`src/rtl/rotcell_pkg.sv`:
```
package rotcell_pkg;

    // Operating mode selected by the phase pin
    typedef enum logic {
        PH_ROTATE = 1'b0,
        PH_ELIM   = 1'b1
    } phase_e;

    // Index of each product in the multiplier bank
    localparam int MUL_C_R = 0;   // cin * R
    localparam int MUL_S_X = 1;   // sin * xin
    localparam int MUL_C_X = 2;   // cin * xin
    localparam int MUL_S_R = 3;   // sin * R
    localparam int NUM_MUL = 4;

endpackage

```
`src/rtl/rotcell_mul.sv`:
```
module rotcell_mul #(
    parameter int W = 16
) (
    input  logic signed [W-1:0]   a,
    input  logic signed [W-1:0]   b,
    output logic signed [2*W-1:0] p
);
    // Full-width signed product, no truncation
    assign p = a * b;
endmodule

```
`src/rtl/rotcell_rndsat.sv`:
```
module rotcell_rndsat #(
    parameter int W    = 16,
    parameter int FRAC = 8,
    parameter int AW   = 2*W + 2
) (
    input  logic signed [AW-1:0] acc,
    output logic signed [W-1:0]  q
);
    localparam logic signed [AW-1:0] HALF = AW'(1) <<< (FRAC - 1);
    localparam logic signed [AW-1:0] MAXV = {{(AW-W+1){1'b0}}, {(W-1){1'b1}}};
    localparam logic signed [AW-1:0] MINV = ~MAXV;

    logic signed [AW-1:0] rounded;

    always_comb begin
        rounded = (acc + HALF) >>> FRAC;
        if (rounded > MAXV) begin
            q = MAXV[W-1:0];
        end else if (rounded < MINV) begin
            q = MINV[W-1:0];
        end else begin
            q = rounded[W-1:0];
        end
    end
endmodule

```
`src/rtl/rotcell_internal.sv`:
```
module rotcell_internal
    import rotcell_pkg::*;
#(
    parameter int W    = 16,
    parameter int FRAC = 8
) (
    input  logic                clk,
    input  logic                rst_n,
    input  logic                clear,
    input  logic                valid_in,
    input  logic                phase,
    input  logic signed [W-1:0] cin,
    input  logic signed [W-1:0] sin,
    input  logic signed [W-1:0] xin,
    output logic signed [W-1:0] xout,
    output logic                valid_out,
    output logic signed [W-1:0] cout,
    output logic signed [W-1:0] sout
);
    localparam int PW = 2 * W;
    localparam int AW = PW + 2;

    typedef struct packed {
        logic signed [W-1:0] r;
        logic signed [W-1:0] x;
        logic signed [W-1:0] c;
        logic signed [W-1:0] s;
        logic                v;
    } cell_st_t;

    cell_st_t st_d, st_q;

    logic signed [W-1:0]  op_a [NUM_MUL];
    logic signed [W-1:0]  op_b [NUM_MUL];
    logic signed [PW-1:0] prod [NUM_MUL];

    logic signed [AW-1:0] acc_r, acc_x, xin_scaled;
    logic signed [W-1:0]  r_new, x_new;
    phase_e               mode;

    assign mode = phase_e'(phase);

    // Operand routing into the multiplier bank
    always_comb begin
        op_a[MUL_C_R] = cin;  op_b[MUL_C_R] = st_q.r;
        op_a[MUL_S_X] = sin;  op_b[MUL_S_X] = xin;
        op_a[MUL_C_X] = cin;  op_b[MUL_C_X] = xin;
        op_a[MUL_S_R] = sin;  op_b[MUL_S_R] = st_q.r;
    end

    for (genvar g = 0; g < NUM_MUL; g++) begin : g_mul
        rotcell_mul #(.W(W)) u_mul (
            .a (op_a[g]),
            .b (op_b[g]),
            .p (prod[g])
        );
    end

    // Exact accumulation before a single rounding step
    always_comb begin
        xin_scaled = AW'(xin) <<< FRAC;
        acc_r = AW'(prod[MUL_C_R]) + AW'(prod[MUL_S_X]);
        if (mode == PH_ROTATE) begin
            acc_x = AW'(prod[MUL_C_X]) - AW'(prod[MUL_S_R]);
        end else begin
            acc_x = xin_scaled - AW'(prod[MUL_S_R]);
        end
    end

    rotcell_rndsat #(.W(W), .FRAC(FRAC), .AW(AW)) u_rs_r (
        .acc (acc_r),
        .q   (r_new)
    );

    rotcell_rndsat #(.W(W), .FRAC(FRAC), .AW(AW)) u_rs_x (
        .acc (acc_x),
        .q   (x_new)
    );

    // Next-state logic
    always_comb begin
        st_d   = st_q;
        st_d.c = cin;
        st_d.s = sin;
        st_d.v = valid_in;
        if (valid_in) begin
            st_d.x = x_new;
            if (mode == PH_ROTATE) begin
                st_d.r = r_new;
            end
        end
        if (clear) begin
            st_d.r = '0;
        end
    end

    // State register
    always_ff @(posedge clk or negedge rst_n) begin
        if (!rst_n) begin
            st_q <= '0;
        end else begin
            st_q <= st_d;
        end
    end

    assign xout      = st_q.x;
    assign valid_out = st_q.v;
    assign cout      = st_q.c;
    assign sout      = st_q.s;

endmodule

```
`config.mk`:
```
export PLATFORM = sky130hd
export DESIGN_NAME = rotcell_internal
export DESIGN_NICKNAME = d
export VERILOG_FILES = /design/src/rtl/rotcell_pkg.sv /design/src/rtl/rotcell_mul.sv /design/src/rtl/rotcell_rndsat.sv /design/src/rtl/rotcell_internal.sv
export SDC_FILE = /design/constraint.sdc
export NUM_CORES = 2
export LEC_CHECK = 0
export BUFFER_PORTS_ARGS = -buffer_cell sky130_fd_sc_hd__buf_4
export CAP_MARGIN = 20
export CORE_MARGIN = 2
export CORE_UTILIZATION = 45
export CTS_BUF_LIST = sky130_fd_sc_hd__clkbuf_2
export CTS_CLUSTER_DIAMETER = 150
export DETAILED_ROUTE_END_ITERATION = 8
export SETUP_SLACK_MARGIN = 0.4
export SLEW_MARGIN = 10
export SYNTH_ARGS = -nofsm -noshare
export SYNTH_HDL_FRONTEND = slang
export SYNTH_SLANG_ARGS = --single-unit
export TNS_END_PERCENT = 20
```
`constraint.sdc`:
```
create_clock -name clk -period 18.8 [get_ports clk]
set_clock_uncertainty 0.2 [all_clocks]
set_input_delay 0.94 -clock clk [delete_from_list [all_inputs] [get_ports clk]]
set_output_delay 0.94 -clock clk [all_outputs]
set_load 0.02 [all_outputs]
```
==> reports/qor.csv <==
stage,metric,value,unit
logic_synthesis,syn_area_per_cell,9.32,um^2
worst_setup_path,critPathMostFrequentCell,fa_1,
cts,cts-root-buf,clkbuf_2,
logic_synthesis,synth_cell_types,93,
status,status,finished clean,
worst_setup_path,r2r_slack,4.94,ns
job,drv_cap,0,
worst_setup_path,critical_path.startpoint,op_b[8],
logic_synthesis,synthesis.nets,6279,
route,wl_per_cell,19.6,um
logic_synthesis,synth_xor_area_frac,0.0256,
worst_setup_path,reg2reg_to,xout[1],
logic_synthesis,synth_top_family_by_area,adder cells,
placed_design,io_buffers,101,
worst_setup_path,critPathRequiredTime,19.31,ns
route,viasPerCell,5.19,
worst_setup_path,ff2ff_path_depth,42,
global_routing,antenna_found_initial,5,
route,drt-initial-drc-count,1841,
sta,grt_setup_unrepaired,false,
placed_design,place.gp.congestion,0.874,
route,ant_nets,0,
logic_synthesis,synthTopCellsByArea,"fa_1 52%, inv_1 10%, ha_1 9.6%",
sta,slew_violations,0,
die,pin_count,102,
die,die_h,317,um
die,die_area,0.101,mm^2
worst_setup_path,slowest_delay,0.95,ns
logic_synthesis,synth-edff-count,0,
global_routing,grt_use_total,0.249,
worst_hold_path,hold_path_class,input port to flip-flop,
logic_synthesis,synth-adder-area-share,0.617,
worst_setup_path,end_kind,flip-flop,
sta,finalHoldViolCount,0,
logic_synthesis,syn-cell-area,0.0442,mm^2
worst_setup_path,worstSetupPathType,flip-flop to flip-flop,
worst_setup_path,path_max_fanout,18,
placed_design,hpwl,90100,um
global_routing,grt_max_degree,50,
worst_setup_path,worst_path_max_delay_cell,dfrtp_1,
logic_synthesis,synth_compound_area_frac,0.0446,
sta,relSlewSlack,0.360,
logic_synthesis,ys.flop_type,dfrtp_1,
layout,layout-drive-gt1-share,0.0387,
logic_synthesis,yosysSeqAreaShare,0.0368,
cts,cts.sinks,65,
global_routing,grt_pass1_vias,33819,
logic_synthesis,synthMuxAreaShare,0.00261,
logic_synthesis,synth_top_area_frac,0.521,
route,num_vias,30919,
worst_setup_path,r2r_start,op_b[8],
cts,cts_tree,yes,
logic_synthesis,ys_ff_latch,65,
sta,max_freq,0.0721,GHz
worst_setup_path,arrival,14.38,ns
cts,cts_made_buffers,9,
sta,setup_tns,0,ns
sta,finalSetupViolations,0,
logic_synthesis,synth_async_sr_flop_share,1.00,
cts,cts-htree-levels,3,
layout,area_delta_synth_final,4.23,%
die,die-width,317,um
logic_synthesis,synth.yosys.warnings,0,
logic_synthesis,yosys.area_share.simple,0.153,
sta,period_minus_slack,13.86,ns
worst_setup_path,start_kind,flip-flop,
global_routing,grt_pass1_wl,191000,um
route,wirelength,117000,um
route,drc_errors,0,
logic_synthesis,syn_inst,4737,
cts,cts_setup_buffers,0,
logic_synthesis,synth_top_cell_by_area,fa_1,
die,start_util,0.455,
worst_setup_path,crit_end,xout[1],
die,row_count,114,
route,dr.pass1.iters,6,
cts,clock_latency,0.91,ns
cts,clkSlewWorstSetupHoldPaths,0.35,ns
sta,layout_worst_path_cycle_share,0.737,
die,coreArea,0.0970,mm^2
layout,fin_nets,6214,
sta,worst_pin_slew,0.958,ns
global_routing,overflow,0,
cts,cts_buffer_depth,2,
==> final cells by class <==
class,count,area [um^2]
clock buffers,10,50.0
well taps,1276,1600
inverters,1189,4460
fillers,9447,51000
flip-flops and latches,65,1630
clock inverters,6,36.3
diodes,2,5.00
multi-input cells,3273,37200
repair buffers,134,1030
==> critical path: cells and delay by family (launching register included) <==
family                     cells  cell delay (ns)
xor gates and xnor gates       1             0.18
AOI/OAI and AO/OA             11             3.09
adders and majority gates     14             6.30
DFF                            1             0.95
buffers and inverters          6             0.65
and+or+nand+nor               10             2.36
==> cells in the final DEF (no fill, tap or decap), types with 10 or more instances in the layout <==
| master | Yosys | routed |
|---|---|---|
| a211oi_1 | 10 | 10 |
| a21o_1 | 26 | 26 |
| a21oi_1 | 61 | 61 |
| a221o_1 | 15 | 15 |
| a31oi_1 | 21 | 21 |
| and2_1 | 428 | 428 |
| and3_1 | 12 | 12 |
| buf_4 | 3 | 124 |
| clkbuf_2 | 0 | 10 |
| dfrtp_1 | 65 | 63 |
| dlygate4sd3_1 | 1 | 10 |
| fa_1 | 1150 | 1150 |
| ha_1 | 339 | 339 |
| inv_1 | 1187 | 1187 |
| nand2_1 | 619 | 619 |
| nand2b_1 | 51 | 51 |
| nand3_1 | 31 | 31 |
| nor2_1 | 123 | 123 |
| nor3_1 | 27 | 27 |
| nor4_1 | 10 | 10 |
| o21a_1 | 11 | 11 |
| o21ai_0 | 38 | 38 |
| o31ai_1 | 10 | 10 |
| xnor2_1 | 84 | 84 |
| xor2_1 | 45 | 45 |
==> repair_timing <==
action	CTS	global route
endpoints found under the setup margin	0	0
hold endpoints to repair	25	0
hold buffers	10	0
resized for setup	0	0
==> synthesized netlist by cell type, drive strengths merged (9+ instances only) <==
master,number
nand4,9
xnor2,84
nor4,11
ha,339
xor2,45
nor3,28
or3,11
nand2,619
a21oi,61
a31oi,22
o21a,11
nand2b,52
nand3,31
dfrtp,65
a211oi,11
inv,1187
nor2,123
o211ai,9
buf,13
and3,13
clkbuf,196
and2,428
fa,1150
a221o,17
a21o,27
o21ai,42
o31ai,12
==> worst min path at each step <==
stage | startpoint | end | slack, ns | cells past startpoint
2_1_floorplan | op_b[2] | op_b[2] | 0.35 | 1
3_3_place_gp | xout[15] | xout[15] | 0.28 | 1
3_5_place_dp | xout[15] | xout[15] | 0.29 | 1
4_1_cts | sin[14] | sout[14] | 0.0004 | 1
5_1_grt | cin[11] | cout[11] | 0.09 | 1
6_report | sin[13] | sout[13] | 0.12 | 1
==> cell families (layout without fill, tap and decap cells) <==
kind of cell    after synthesis  in the layout
fa+ha+maj                  1489           1489
buf+inv                    1399           1339
simple gates               1369           1369
compound gates              275            275
xor+xnor                    129            129
flops                        65             65
mux                          11             11
other cells                   0              2
==> stage by stage <==
stage / util / worst slack, ns / area (um^2) / hold slack, ns / instances
floorplan: - / 6.39 / 44200 / 0.348 / 4737
global placement: 0.473 / 5.17 / 45800 / 0.279 / 5927
detailed placement: 0.473 / 4.92 / 45800 / 0.289 / 5927
CTS: 0.475 / 5.17 / 46000 / 0.000419 / 5953
global route: 0.475 / 4.25 / 46000 / 0.0942 / 5954
finish: 0.475 / 4.94 / 46000 / 0.120 / 5955
==> per-layer routing <==
layer | up-vias | share of wire | GRT usage
met2 | 837 | 0.48 | 0.414
met1 | 16200 | 0.42 | 0.339
met3 | 167 | 0.047 | 0.0205
met4 | 4 | 0.045 | 0.101
met5 | - | 0.00027 | 0
li1 | 13711 | - | -
==> state kept, by name, indices dropped and copies added, names as in the netlist <==
name	cells
xout	16
op_b	16
cout	16
sout	16
valid_out	1
Power is not shown: default switching activity piles up to over one toggle a cycle in this logic, so the estimate is an artifact.
